## src/rtl/dwbcd_pkg.sv

```systemverilog
package dwbcd_pkg;

    typedef enum logic [2:0] {
        OP_ADC = 3'd0,
        OP_SBC = 3'd1,
        OP_CMP = 3'd2,
        OP_BIT = 3'd3,
        OP_AND = 3'd4,
        OP_ORA = 3'd5,
        OP_EOR = 3'd6,
        OP_NOP = 3'd7
    } op_e;

    typedef struct packed {
        logic c;
        logic z;
        logic v;
        logic n;
    } flags_t;

    typedef struct packed {
        logic [3:0] digit;
        logic       link;   // carry out (add) or borrow out (sub)
    } nib_t;

    // One decimal digit of an add: correct sums above nine.
    function automatic nib_t nib_add(input logic [3:0] a, input logic [3:0] m,
                                     input logic ci);
        nib_t       r;
        logic [4:0] s;
        s = {1'b0, a} + {1'b0, m} + {4'b0, ci};
        if (s > 5'd9) begin
            r.digit = s[3:0] - 4'd10;
            r.link  = 1'b1;
        end else begin
            r.digit = s[3:0];
            r.link  = 1'b0;
        end
        return r;
    endfunction

    // One decimal digit of a subtract: correct digits that went negative.
    function automatic nib_t nib_sub(input logic [3:0] a, input logic [3:0] m,
                                     input logic bi);
        nib_t       r;
        logic [5:0] d;
        d = {2'b0, a} - {2'b0, m} - {5'b0, bi};
        if (d[5]) begin
            r.digit = d[3:0] + 4'd10;
            r.link  = 1'b1;
        end else begin
            r.digit = d[3:0];
            r.link  = 1'b0;
        end
        return r;
    endfunction

endpackage

```

## src/rtl/dwbcd_decimal.sv

```systemverilog
module dwbcd_decimal
    import dwbcd_pkg::*;
#(
    parameter int DATA_W = 16
) (
    input  logic [DATA_W-1:0] a,
    input  logic [DATA_W-1:0] m,
    input  logic              carry_in,
    input  logic              sub,
    input  logic              wide,
    output logic [DATA_W-1:0] sum,
    output logic              carry_out
);
    localparam int NIB  = DATA_W / 4;
    localparam int HNIB = NIB / 2;

    logic [NIB:0]      add_link;
    logic [NIB:0]      sub_link;
    logic [DATA_W-1:0] add_sum;
    logic [DATA_W-1:0] sub_sum;

    assign add_link[0] = carry_in;
    assign sub_link[0] = ~carry_in;

    for (genvar i = 0; i < NIB; i++) begin : g_digit
        nib_t ra;
        nib_t rs;
        always_comb begin
            ra = nib_add(a[4*i +: 4], m[4*i +: 4], add_link[i]);
            rs = nib_sub(a[4*i +: 4], m[4*i +: 4], sub_link[i]);
        end
        assign add_sum[4*i +: 4] = ra.digit;
        assign sub_sum[4*i +: 4] = rs.digit;
        assign add_link[i+1]     = ra.link;
        assign sub_link[i+1]     = rs.link;
    end

    always_comb begin
        sum = sub ? sub_sum : add_sum;
        if (sub)
            carry_out = wide ? ~sub_link[NIB] : ~sub_link[HNIB];
        else
            carry_out = wide ? add_link[NIB] : add_link[HNIB];
    end

endmodule

```

## src/rtl/dwbcd_binary.sv

```systemverilog
module dwbcd_binary #(
    parameter int DATA_W = 16
) (
    input  logic [DATA_W-1:0] a,
    input  logic [DATA_W-1:0] m,
    input  logic              carry_in,
    input  logic              sub,
    input  logic              cmp,
    input  logic              wide,
    output logic [DATA_W-1:0] sum,
    output logic              carry_out
);
    localparam int HALF = DATA_W / 2;

    logic [DATA_W-1:0] m_eff;
    logic              cin;
    logic [DATA_W:0]   full;
    logic [HALF:0]     part;

    always_comb begin
        m_eff = sub ? ~m : m;
        cin   = cmp ? 1'b1 : carry_in;
        full  = {1'b0, a} + {1'b0, m_eff} + {{DATA_W{1'b0}}, cin};
        part  = {1'b0, a[HALF-1:0]} + {1'b0, m_eff[HALF-1:0]} + {{HALF{1'b0}}, cin};
        if (wide) begin
            sum       = full[DATA_W-1:0];
            carry_out = full[DATA_W];
        end else begin
            sum       = {a[DATA_W-1:HALF], part[HALF-1:0]};
            carry_out = part[HALF];
        end
    end

endmodule

```

## src/rtl/dwbcd_combine.sv

```systemverilog
module dwbcd_combine
    import dwbcd_pkg::*;
#(
    parameter int DATA_W = 16
) (
    input  op_e               op,
    input  logic              wide,
    input  logic              dec_mode,
    input  logic              carry_in,
    input  logic              ovf_in,
    input  logic [DATA_W-1:0] reg_in,
    input  logic [DATA_W-1:0] mem_in,
    input  logic [DATA_W-1:0] dec_sum,
    input  logic              dec_c,
    input  logic [DATA_W-1:0] bin_sum,
    input  logic              bin_c,
    output logic [DATA_W-1:0] res,
    output flags_t            flags
);
    localparam int HALF = DATA_W / 2;

    function automatic logic top_bit(input logic [DATA_W-1:0] x, input logic w);
        return w ? x[DATA_W-1] : x[HALF-1];
    endfunction

    function automatic logic is_zero(input logic [DATA_W-1:0] x, input logic w);
        return w ? (x == '0) : (x[HALF-1:0] == '0);
    endfunction

    function automatic logic [DATA_W-1:0] merge(input logic [DATA_W-1:0] keep,
                                                input logic [DATA_W-1:0] x,
                                                input logic w);
        return w ? x : {keep[DATA_W-1:HALF], x[HALF-1:0]};
    endfunction

    logic [DATA_W-1:0] arith;
    logic [DATA_W-1:0] logic_r;
    logic [DATA_W-1:0] zn_src;
    logic              a_t, m_t, r_t;

    always_comb begin
        arith = dec_mode ? dec_sum : bin_sum;
        a_t   = top_bit(reg_in, wide);
        m_t   = top_bit(mem_in, wide);
        r_t   = top_bit(arith, wide);

        case (op)
            OP_AND:  logic_r = reg_in & mem_in;
            OP_ORA:  logic_r = reg_in | mem_in;
            default: logic_r = reg_in ^ mem_in;
        endcase

        res     = reg_in;
        zn_src  = reg_in;
        flags.c = carry_in;
        flags.v = ovf_in;
        flags.z = 1'b0;
        flags.n = 1'b0;

        case (op)
            OP_ADC: begin
                res     = merge(reg_in, arith, wide);
                zn_src  = res;
                flags.c = dec_mode ? dec_c : bin_c;
                flags.v = (a_t == m_t) && (r_t != m_t);
            end
            OP_SBC: begin
                res     = merge(reg_in, arith, wide);
                zn_src  = res;
                flags.c = dec_mode ? dec_c : bin_c;
                flags.v = (a_t != m_t) && (r_t != a_t);
            end
            OP_CMP: begin
                zn_src  = bin_sum;
                flags.c = bin_c;
            end
            OP_BIT: begin
                zn_src = reg_in & mem_in;
            end
            OP_AND, OP_ORA, OP_EOR: begin
                res    = merge(reg_in, logic_r, wide);
                zn_src = res;
            end
            default: begin
                zn_src = reg_in;
            end
        endcase

        flags.z = is_zero(zn_src, wide);
        if (op == OP_BIT) begin
            flags.n = m_t;
            flags.v = wide ? mem_in[DATA_W-2] : mem_in[HALF-2];
        end else begin
            flags.n = top_bit(zn_src, wide);
        end
    end

endmodule

```

## src/rtl/dwbcd_alu.sv

```systemverilog
module dwbcd_alu
    import dwbcd_pkg::*;
#(
    parameter int DATA_W = 16
) (
    input  logic              clk,
    input  logic              rst,
    input  logic              op_valid,
    input  logic [2:0]        op_code,
    input  logic              wide,
    input  logic              dec_mode,
    input  logic              carry_in,
    input  logic              ovf_in,
    input  logic [DATA_W-1:0] reg_in,
    input  logic [DATA_W-1:0] mem_in,
    output logic [DATA_W-1:0] res_out,
    output logic              res_valid,
    output logic              flag_c,
    output logic              flag_z,
    output logic              flag_v,
    output logic              flag_n
);
    localparam int HALF = DATA_W / 2;

    op_e               op;
    logic [DATA_W-1:0] dec_sum, bin_sum, nxt_res;
    logic              dec_c, bin_c;
    flags_t            nxt_flags, flags_q;

    assign op = op_e'(op_code);

    dwbcd_decimal #(.DATA_W(DATA_W)) u_dec (
        .a(reg_in), .m(mem_in), .carry_in(carry_in),
        .sub(op == OP_SBC), .wide(wide),
        .sum(dec_sum), .carry_out(dec_c)
    );

    dwbcd_binary #(.DATA_W(DATA_W)) u_bin (
        .a(reg_in), .m(mem_in), .carry_in(carry_in),
        .sub((op == OP_SBC) || (op == OP_CMP)), .cmp(op == OP_CMP),
        .wide(wide), .sum(bin_sum), .carry_out(bin_c)
    );

    dwbcd_combine #(.DATA_W(DATA_W)) u_comb (
        .op(op), .wide(wide), .dec_mode(dec_mode), .carry_in(carry_in),
        .ovf_in(ovf_in), .reg_in(reg_in), .mem_in(mem_in),
        .dec_sum(dec_sum), .dec_c(dec_c), .bin_sum(bin_sum), .bin_c(bin_c),
        .res(nxt_res), .flags(nxt_flags)
    );

    always_ff @(posedge clk) begin
        if (rst) begin
            res_out   <= '0;
            flags_q   <= '0;
            res_valid <= 1'b0;
        end else begin
            res_valid <= op_valid;
            if (op_valid) begin
                res_out <= nxt_res;
                flags_q <= nxt_flags;
            end
        end
    end

    assign flag_c = flags_q.c;
    assign flag_z = flags_q.z;
    assign flag_v = flags_q.v;
    assign flag_n = flags_q.n;


    strobe_to_valid_chk: assert property (@(posedge clk) disable iff (rst)
        op_valid |=> res_valid);


    idle_hold_chk: assert property (@(posedge clk) disable iff (rst)
        !op_valid |=> (!res_valid && $stable(res_out) && $stable(flags_q)));


    upper_keep_chk: assert property (@(posedge clk) disable iff (rst)
        (op_valid && !wide) |=> (res_out[DATA_W-1:HALF] == $past(reg_in[DATA_W-1:HALF])));


    cmp_nowrite_chk: assert property (@(posedge clk) disable iff (rst)
        (op_valid && op_code == OP_CMP) |=> (res_out == $past(reg_in)));


    logic_zero_chk: assert property (@(posedge clk) disable iff (rst)
        (op_valid && (op_code == OP_AND || op_code == OP_ORA || op_code == OP_EOR))
        |=> (flag_z == ($past(wide) ? (res_out == '0) : (res_out[HALF-1:0] == '0))));


    bit_neg_chk: assert property (@(posedge clk) disable iff (rst)
        (op_valid && op_code == OP_BIT)
        |=> (flag_n == ($past(wide) ? $past(mem_in[DATA_W-1]) : $past(mem_in[HALF-1]))));

endmodule

```

## config.mk

```make
export PLATFORM = sky130hd
export DESIGN_NAME = dwbcd_alu
export DESIGN_NICKNAME = d
export VERILOG_FILES = /design/src/rtl/dwbcd_pkg.sv /design/src/rtl/dwbcd_decimal.sv /design/src/rtl/dwbcd_binary.sv /design/src/rtl/dwbcd_combine.sv /design/src/rtl/dwbcd_alu.sv
export SDC_FILE = /design/constraint.sdc
export NUM_CORES = 1
export LEC_CHECK = 0
export CORE_MARGIN = 2
export CORE_UTILIZATION = 40
export DETAILED_ROUTE_END_ITERATION = 10
export DONT_BUFFER_PORTS = 1
export PLACE_DENSITY = 0.6
export SETUP_SLACK_MARGIN = 0.1
export SYNTH_ARGS = -nofsm -noshare
export SYNTH_HDL_FRONTEND = slang
export SYNTH_SLANG_ARGS = --single-unit
```

## constraint.sdc

```tcl
create_clock -name clk -period 8.3 [get_ports clk]
set_input_delay 0.415 -clock clk [delete_from_list [all_inputs] [get_ports clk]]
set_output_delay 0.415 -clock clk [all_outputs]
set_load 0.005 [all_outputs]
```

Word-level counts from Yosys, hierarchy flattened
Index checks and enable logic that the tools add are counted.

Muxes and demuxes: 33. $add $sub $neg: 28. Bitwise logic cells: 7. Equal/unequal tests: 10. $lt $le $gt $ge: 4. Reduce and logical (&&, ||, !) cells: 8.

Operators by type and width (number): $mux 16 (6); $pmux 16 s2 (2); $pmux 16 s4 (1); $mux 5 (8); $sub 6x1->6 (4); $add 4x4->5 (4); $add 5x1->5 (4); $gt 5x4->1 const B (4); $sub 4x4->5 (4); $add 16x16->17 (1); $add 17x1->17 (1); $add 4x4->4 const B (4); $and 16x16->16 (1); $logic_not 16->1 (1); $not 16->16 (1); $or 16x16->16 (1); $sub 4x4->4 const B (4); $xor 16x16->16 (1); $mux 1 (14); $add 8x8->9 (1); $add 9x1->9 (1); $eq 3x3->1 const B (3); $logic_not 8->1 (1); $eq 3x2->1 const B (2); other kinds (10) (16).

Output and inout port bits: 21. Register bits: 21. Word-level logic and storage cells: 96. Input bits: 42.

Longest topological paths before layout
Gate-level depths: netlist (run 1).

Depth in word-level cells: 20. Gate-level depth with buffers: 37. Mapped depth without buffers: 37.

By module
From an unflattened synthesis (run 1), not the netlist that was laid out.

Cell total of the unflattened synthesis: 831. Area, all modules: 6298.5 µm².

Modules (own cells, without submodules): dwbcd_decimal (instances 1, area an instance 2387.3 µm², cells each 312); dwbcd_combine (instances 1, area an instance 2001.9 µm², cells each 301); dwbcd_binary (instances 1, area an instance 1123.6 µm², cells each 146); dwbcd_alu (instances 1, area an instance 785.8 µm², cells each 72).

Worst setup path before layout (run 1)
No wires, ideal clock.

Path type: in2reg. Start: input port carry_in. End: register flags_q (netlist bit flag_z). Arrival: 7.536 ns. Slack: 0.645 ns. Path buffers: 0. Data required time: 8.181 ns. Cell stages on the path: 36. Cell sequence: inv_1 fa_1 inv_1 fa_1 inv_1 and2_1 inv_1 a21boi_0 fa_1 inv_1 fa_1 xnor2_1 ha_1 a22oi_1 a31oi_1 inv_1 fa_1 fa_1 a21o_2 a21o_1 a21oi_1 fa_1 inv_1 fa_1 xor2_1 inv_1 ha_1 nand2_1 o31a_1 a31oi_1 xnor2_1 nor3_1 a2111oi_0 nor2_1 and4b_1 o221a_1.

Word-level cells in the longest chain between the ends: 18. Elaborated cells on any way between the ends: 40.

Ends and longest elaborated chain: start, declared (line dwbcd_alu.sv:12) `input logic carry_in,`; $add 5x1->5 (line dwbcd_pkg.sv:31) `s = {1'b0, a} + {1'b0, m} + {4'b0, ci};`; $gt 5x4->1 (line dwbcd_pkg.sv:32) `if (s > 5'd9) begin`; $mux 5 (line dwbcd_pkg.sv:32); $add 5x1->5 (line dwbcd_pkg.sv:31); $gt 5x4->1 (line dwbcd_pkg.sv:32); $mux 5 (line dwbcd_pkg.sv:32); $add 5x1->5 (line dwbcd_pkg.sv:31); $gt 5x4->1 (line dwbcd_pkg.sv:32); [2 not listed]; $sub 4x4->4 / $gt 5x4->1 (equally long branches) (line dwbcd_pkg.sv:33, dwbcd_pkg.sv:32); $mux 5 (line dwbcd_pkg.sv:32); $mux 16 (line dwbcd_decimal.sv:39) `sum = sub ? sub_sum : add_sum;`; $mux 16 (line dwbcd_combine.sv:42) `arith = dec_mode ? dec_sum : bin_sum;`; $mux 16 (line dwbcd_combine.sv:33) `return w ? x : {keep[DATA_W-1:HALF], x[HALF-1:0]};`; $pmux 16 s4 * (line dwbcd_combine.sv:60) `case (op)`; $logic_not 16->1 (line dwbcd_combine.sv:27) `return w ? (x == '0) : (x[HALF-1:0] == '0);`; $mux 1 * (line dwbcd_combine.sv:27); end signal, assigned (line dwbcd_alu.sv:60) `flags_q <= nxt_flags;`; end, declared (line dwbcd_alu.sv:28) `flags_t nxt_flags, flags_q;`.

Every way passes the cells marked *; elsewhere a longest branch is shown, timed or not. A chain may end at the register's enable or synchronous reset.

Final worst setup path (run 1)
Same ends and word-level chain as after synthesis.

==> results of run 1 <==
critical path: cells and delay by family:
kind / cells / cell delay, ns
adder cells (fa/ha/maj): 10 / 3.57
AO/OA/AOI/OAI: 12 / 2.32
buffers and inverters: 8 / 0.66
AND/OR/NAND/NOR: 4 / 0.50
XOR/XNOR: 2 / 0.49
cell type report:
cell class	count	area, um^2
Fill cell	1512	7970
Multi-Input combinational cell	666	4970
Sequential cell	21	420
Inverter	77	289
Tap cell	180	225
Clock buffer	3	75.1
Timing Repair Buffer	5	37.5
Clock inverter	1	5.00
timing repair:
item                                    4_1_cts  5_1_grt
endpoints found under the setup margin        0        7
gates resized for setup                       0        8
setup buffers                                 0        0
placed cells by master, fill, tap and decap left out, types with 8 or more instances in the layout:
master	Yosys	final
xnor2_1	38	36
inv_1	77	77
nor2b_1	14	14
nand3_1	23	23
nor3_1	13	13
dfxtp_1	21	21
and2_1	8	8
nand2_1	69	69
o211ai_1	11	11
nor4_1	10	10
mux2i_1	12	12
a31oi_1	15	14
a21oi_1	53	53
a211oi_1	27	27
ha_1	79	79
o21a_1	9	9
a21o_1	14	14
fa_1	14	14
o21ai_0	39	39
nor2_1	70	69
cells by family (layout without fill, tap and decap cells):
group           count (synthesis)  count (layout)  share of synthesized area [%]
fa+ha+maj                      93              93                           21.9
flops                          21              21                           7.27
buf+inv                       113              86                           7.58
mux                            16              16                           3.05
compound gates                256             256                           31.1
simple gates                  253             253                           21.5
xor+xnor                       48              48                           7.64
layer usage:
layer / up-vias / GRT usage, % / wire, um
met2: 284 / 37.1 / 8260
met1: 2743 / 34.2 / 8770
met3: 47 / 7.10 / 2150
met5: - / 0 / 11
met4: 2 / 7.60 / 580
li1: 2848 / - / -
final timing paths:
check	to	cells past startpoint	from	slack, ns
hold reg to reg	res_out[1]	2	res_out[1]	0.49
setup / recovery	flag_z	36	carry_in	0.54
setup reg to reg	flag_z	3	flag_z	7.32
hold / removal	res_out[8]	1	rst	0.23
power by group through the flow:
| stage | Sequential [mW] | Combinational, mW | Clock [mW] |
|---|---|---|---|
| floorplan | 0.116 | 0.418 | 0 |
| global placement | 0.118 | 0.515 | 0 |
| detailed placement | 0.118 | 0.515 | 0 |
| CTS | 0.116 | 0.519 | 0.101 |
| global route | 0.117 | 0.595 | 0.105 |
| finish | 0.116 | 0.537 | 0.0990 |
state kept, by name, indices dropped and copies added, names as in the netlist:
register,count
flag_c,1
flag_n,1
flag_v,1
flag_z,1
res_out,16
res_valid,1
stage by stage:
stage                     total power [mW]  utilization, %
final                                0.752            43.0
after global routing                 0.817            43.0
after CTS                            0.736            42.7
after detailed placement             0.634            42.2
after global placement               0.632            42.2
after floorplan                      0.535               -
==> impl_metrics.tcl, run 1 <==
set metrics [dict create \
    grt_usage_pct 24.7 \
    htree_levels 1 \
    synth_cells 800 \
    final-setup-viol-count 0 \
    ioPinCount 63 \
    clock-sinks 21 \
    synthTopCellsByArea "ha_1 17%, dfxtp_1 7.3%, xnor2_1 5.8%" \
    route.detailed.drc 0 \
    nets 909 \
    synth_edf_count 0 \
    grt_pass1_vias 5706 \
    die_area_mm2 0.0154 \
    yosysSeqAreaShare_pct 7.27 \
    antenna_left 0 \
    p_leak_nw 2.60 \
    tightest_slew_ns 1.21 \
    grt_pass1_wl_um 31100 \
    pwr-share-clk_pct 13.2 \
    hold_viol_final 0 \
    ys_ff_latch 21 \
    slew_violations 0 \
    synth_commonest_cells "79 x ha_1, 77 x inv_1, 70 x nor2_1, 69 x nand2_1, 53 x a21oi_1" \
    synth_cell_type_count 83 \
    yosys.area.top_type "ha_1" \
    wl_um 19800 \
    cp_max_fo 4 \
    wl_per_cell_um 20.7 \
    placementRows 43 \
    synth.avg_cell_area_um2 7.23 \
    fin_cells 953 \
    synth_fp_nets 935 \
    portBuffers 0 \
    drtPass1Iterations 8 \
    fin_crit_sh_pct 93.5 \
    p_per_area_mw_per_mm2 125 \
    status "complete, no violations" \
    grt_antenna_before_repair 1 \
    post-synth-top-area-fraction_pct 17.1 \
    die_x_um 124 \
    clk_pin_slew_ns 0.06 \
    synth.cell_area_mm2 0.00578 \
    critPathLaunchType "input pin" \
    setup_tns_ns 0 \
    yosysMostFrequentCell "ha_1" \
    hold_path_class "in -> reg" \
    comb_power_share_pct 71.4 \
    p_seq_share_pct 15.4 \
    fin_area_mm2 0.00602 \
    skew_ns 0 \
    clkLatencyLatePin_ns 0.25 \
    place_inst 949 \
    post-dp-hpwl_um 15400 \
    fin_crit_ns 7.76 \
    cts_tree "done" \
    cts.path.max_buffers 2 \
    fin_ws_ns 0.540 \
    placed_cell_area_mm2 0.00590 \
    cts_root_buf "clkbuf_16" \
    slew_headroom_pct 19.1 \
    async_flop_share_pct 0 \
    crit_type "in -> reg" \
    dpl_worst_slack_ns -0.00373 \
    internal-power_uw 400 \
    cts_made_buffers 3 \
    synthFlopType "dfxtp_1" \
    ys_warn_count 0 \
    endpoint_kind "flop" \
    cpMaxStageDelayCell "fa_1" \
    drv_cap 0 \
    drive_above_1_share_pct 6.08 \
    gp_congestion 0.969 \
    diodes 0 \
    start_util_pct 41.3 \
    fmaxAchievable_ghz 0.129 \
    crit_required_ns 8.50 \
    irDropWorstVdd_mv 0.0806 \
    swShare_pct 46.8 \
    grt_overflow_total 0 \
    critPathArrivalTime_ns 7.96 \
    core_region_area_mm2 0.0140 \
    rsz0062_at_grt "false" \
    p_switching_uw 351 \
    max_stage_delay_ns 0.46 \
    grt_max_degree 49 \
    viasPerCell 6.22 \
    hold_buffers 0 \
    drtIter0Drc 505 \
    die_y_um 124 \
    area_growth_pct 4.13 \
    vias 5924 \
    holdWs_ns 0.229 \
]
No activity file was read; power rests on OpenSTA's default activity.
==> inputs of run 2 (changes only) <==
--- a/config.mk
+++ b/config.mk
@@ -9,6 +9,7 @@
 export CORE_UTILIZATION = 40
 export DETAILED_ROUTE_END_ITERATION = 10
 export DONT_BUFFER_PORTS = 1
+export GPL_ROUTABILITY_DRIVEN = 1
 export PLACE_DENSITY = 0.6
 export SETUP_SLACK_MARGIN = 0.1
 export SYNTH_ARGS = -nofsm -noshare
==> constraint.sdc (replaced) <==
create_clock -name clk -period 9.3 [get_ports clk]
set_input_delay 0.465 -clock clk [delete_from_list [all_inputs] [get_ports clk]]
set_output_delay 0.465 -clock clk [all_outputs]
set_load 0.005 [all_outputs]
==> impl_metrics.tcl, run 2 (synthesis gave the netlist of run 1 again) <==
set metrics [dict create \
    status "complete, no violations" \
    dpl_worst_slack_ns 0.811 \
    diodes 0 \
    largest-register "res_out" \
    largest_reg_flops 16 \
    final_common_cell "ha_1" \
    drive_above_1_share_pct 5.17 \
    post-dp-hpwl_um 15400 \
    rsz0062_at_grt "false" \
    ioPinCount 63 \
    crit_required_ns 9.44 \
    cts_setup_buffers 0 \
    drv_cap 0 \
    core_region_area_mm2 0.0140 \
    nets 909 \
    layout_common_cells "79 x ha_1, 77 x inv_1, 69 x nor2_1, 69 x nand2_1, 53 x a21oi_1" \
    critPathArrivalTime_ns 8.57 \
    cts_resized 0 \
    cts_tree "done" \
    fin_crit_sh_pct 90.6 \
    irDropWorstVdd_mv 0.0460 \
    power_uw 662 \
    grt_overflow_total 0 \
    setup_tns_ns 0 \
    viasPerCell 6.21 \
    cts_made_buffers 3 \
    cpMaxStageDelayCell "a2111oi_0" \
    grt_max_degree 49 \
    die_area_mm2 0.0154 \
    fin_crit_ns 8.43 \
    cts.path.max_buffers 2 \
    cp_max_fo 5 \
    htree_levels 1 \
    grt_pass1_wl_um 31200 \
    p_per_area_mw_per_mm2 111 \
    route.detailed.drc 0 \
    clk_pin_slew_ns 0.05 \
    grt_pass1_vias 5571 \
    fin_ws_ns 0.874 \
    die_x_um 124 \
    placementRows 43 \
    hold_viol_final 0 \
    wl_per_cell_um 20.7 \
    crit_type "in -> reg" \
    cts_root_buf "clkbuf_16" \
    max_stage_delay_ns 0.62 \
    endpoint_kind "flop" \
    grt_antenna_before_repair 0 \
    area_growth_pct 3.38 \
    critPathLaunchType "input pin" \
    skew_ns 0 \
    portBuffers 0 \
    hold_path_class "in -> reg" \
    gp_congestion 0.996 \
    fmaxAchievable_ghz 0.119 \
    antenna_left 0 \
    drtIter0Drc 487 \
    drtPass1Iterations 8 \
    slew_headroom_pct 28.2 \
    grt_usage_pct 24.8 \
    clkLatencyLatePin_ns 0.25 \
    cp_common_cell "fa_1" \
    final-setup-viol-count 0 \
    p_leak_nw 2.58 \
    tightest_slew_ns 1.07 \
    vias 5914 \
    clock-sinks 21 \
    slew_violations 0 \
    hold_buffers 0 \
    wl_um 19700 \
    start_util_pct 41.3 \
    die_y_um 124 \
]
-- run 2: routing by layer --
layer  GRT usage [%]  share of wire, %  vias to the layer above
met4            5.82               1.8                        0
met1            35.5                45                     2731
met2            37.9                43                      317
met3            5.29                11                       24
li1                -                 -                     2842
met5               0                 0                        -
-- run 2: stage by stage --
| step | instance area (um^2) | hold slack, ns | std cells | util [%] |
|---|---|---|---|---|
| CTS | 5980 | 0.274 | 953 | 42.7 |
| global route | 5980 | 0.274 | 953 | 42.7 |
| finish | 5980 | 0.276 | 953 | 42.7 |
| floorplan | 5780 | 0.449 | 800 | - |
| detailed placement | 5900 | 0.490 | 949 | 42.2 |
| global placement | 5900 | 0.480 | 949 | 42.2 |
-- run 2: critical path, delay by kind of cell --
kind / cells / cell delay, ns
buf+inv: 8 / 0.68
compound gates: 10 / 2.28
simple gates: 5 / 0.65
fa+ha+maj: 10 / 3.31
xor+xnor: 4 / 1.14
-- run 2: where the power goes --
group / internal (mW) / switching, mW
Sequential: 0.0976 / 0.00574
Combinational: 0.198 / 0.272
Clock: 0.0583 / 0.0305
-- run 2: path summary, 6_finish.rpt --
kind                end  slack, ns  cells after the start        from
max reg2reg      flag_z       8.33                      3      flag_z
max              flag_z       0.87                     37    carry_in
min          res_out[1]       0.28                      1         rst
min reg2reg  res_out[1]       0.49                      2  res_out[1]
-- run 2: cell type report --
class	count	area, um^2
Fill cell	1480	8010
Multi-Input combinational cell	666	4920
Sequential cell	21	420
Inverter	77	289
Tap cell	180	225
Clock buffer	4	78.8
Timing Repair Buffer	5	37.5
==> inputs of run 3 (changes only) <==
--- a/config.mk
+++ b/config.mk
@@ -10,7 +10,7 @@
 export DETAILED_ROUTE_END_ITERATION = 10
 export DONT_BUFFER_PORTS = 1
 export GPL_ROUTABILITY_DRIVEN = 1
-export PLACE_DENSITY = 0.6
+export PLACE_DENSITY = 0.53
 export SETUP_SLACK_MARGIN = 0.1
 export SYNTH_ARGS = -nofsm -noshare
 export SYNTH_HDL_FRONTEND = slang
==> impl_metrics.tcl, run 3 (synthesis gave the netlist of run 1 again) <==
set metrics [dict create \
    cp_max_fo 5 \
    start_util_pct 41.3 \
    clock-sinks 21 \
    drtIter0Drc 576 \
    min_from "rst" \
    cts_setup_buffers 0 \
    grt_busiest_layer "met2" \
    slew_violations 0 \
    nets 910 \
    largest-register "res_out" \
    rsz0062_at_grt "false" \
    clkLatencyLatePin_ns 0.25 \
    fmaxAchievable_ghz 0.120 \
    status "complete, no violations" \
    placementRows 43 \
    cts_made_buffers 3 \
    multi_input_area_mm2 0.00492 \
    wl_um 20500 \
    final_common_cell "ha_1" \
    critPathLaunchType "input pin" \
    drive_above_1_share_pct 5.30 \
    r2r-start "flag_z" \
    cts_root_buf "clkbuf_16" \
    fin_crit_ns 8.33 \
    skew_ns 0 \
    cts_tree "done" \
    gp_congestion 0.950 \
    die_y_um 124 \
    grt_overflow_total 0 \
    grt_max_degree 49 \
    r2r_slack_ns 8.32 \
    final-seq-area_um2 420 \
    drtPass1Iterations 5 \
    hold_path_depth 1 \
    r2r-end "flag_z" \
    grt_pass1_vias 5738 \
    viasPerCell 6.28 \
    internal-power_uw 355 \
    largest_reg_flops 16 \
    ioPinCount 63 \
    ff2ff_path_depth 3 \
    cp_common_cell "fa_1" \
    cpMaxStageDelayCell "a2111oi_0" \
    cts_resized 0 \
    die_x_um 124 \
    diodes 0 \
    p_seq_share_pct 15.6 \
    antenna_left 0 \
    comb_power_share_pct 71.4 \
    fillers 1472 \
    layout_common_cells "79 x ha_1, 77 x inv_1, 69 x nor2_1, 69 x nand2_1, 53 x a21oi_1" \
    grt_antenna_before_repair 0 \
    core_region_area_mm2 0.0140 \
    tightest_slew_ns 1.00 \
    p_leak_nw 2.58 \
    vias 5989 \
    grt_use_met2_pct 39.1 \
    swShare_pct 46.7 \
    crit_type "in -> reg" \
    route.detailed.drc 0 \
    htree_levels 1 \
    pwr-share-clk_pct 13.0 \
    final-setup-viol-count 0 \
    crit_required_ns 9.44 \
    met3_usage_pct 4.00 \
    critPathArrivalTime_ns 8.46 \
    grt_usage_pct 25.6 \
    setup_tns_ns 0 \
    die_area_mm2 0.0154 \
    post-dp-hpwl_um 16400 \
    grt_pass1_wl_um 32100 \
    hold_viol_final 0 \
    met1_usage_pct 37.8 \
    p_per_area_mw_per_mm2 111 \
    clk_pin_slew_ns 0.05 \
    cts.path.max_buffers 2 \
    area_growth_pct 3.51 \
    irDropWorstVdd_mv 0.0413 \
    hold_path_class "in -> reg" \
    drv_cap 0 \
    max_stage_delay_ns 0.54 \
    wl_per_cell_um 21.5 \
    endpoint_kind "flop" \
    holdPathEnd "res_out[2]" \
    power_uw 666 \
    slew_headroom_pct 33.0 \
    portBuffers 0 \
    p_switching_uw 311 \
    fin_crit_sh_pct 89.5 \
    hold_buffers 0 \
]
run 3: metrics by stage:
step	hold slack (ns)	setup WS [ns]	util (%)	area, um^2	instances
global route	0.276	0.326	42.8	5980	954
global placement	0.483	1.11	42.2	5900	950
detailed placement	0.489	0.849	42.2	5900	950
CTS	0.278	1.08	42.8	5980	954
floorplan	0.449	1.60	-	5780	800
finish	0.282	0.973	42.8	5980	954
run 3: layout make-up:
cell class | count | area share, %
Inverter | 77 | 4.83
Sequential cell | 21 | 7.03
Tap cell | 180 | 3.76
Timing Repair Buffer | 6 | 0.753
Multi-Input combinational cell | 666 | 82.3
Clock buffer | 4 | 1.32
run 3: worst max path at each step:
stage,startpoint,end,cells after the start
floorplan,carry_in,flag_z,36
global placement,carry_in,flag_z,37
detailed placement,carry_in,flag_z,37
CTS,carry_in,flag_z,37
global route,carry_in,flag_z,37
finish,carry_in,flag_z,37
run 3: power groups by stage:
stage | combinational [mW] | clock, mW | sequential, mW
5_1_grt | 0.527 | 0.0913 | 0.104
3_5_place_dp | 0.465 | 0 | 0.106
2_1_floorplan | 0.373 | 0 | 0.104
4_1_cts | 0.468 | 0.0897 | 0.104
3_3_place_gp | 0.459 | 0 | 0.105
6_report | 0.476 | 0.0868 | 0.104
run 3: worst max-delay path: cells and delay by family:
kind | cells | cell delay (ns)
simple gates | 5 | 0.63
buf+inv | 8 | 0.67
fa+ha+maj | 10 | 3.33
compound gates | 10 | 2.15
xor+xnor | 4 | 1.17
run 3: routing by layer:
layer | wire length (um) | up-vias
met5 | 0 | -
met3 | 1770 | 32
met2 | 8730 | 268
li1 | - | 2864
met4 | 393 | 0
met1 | 9590 | 2825
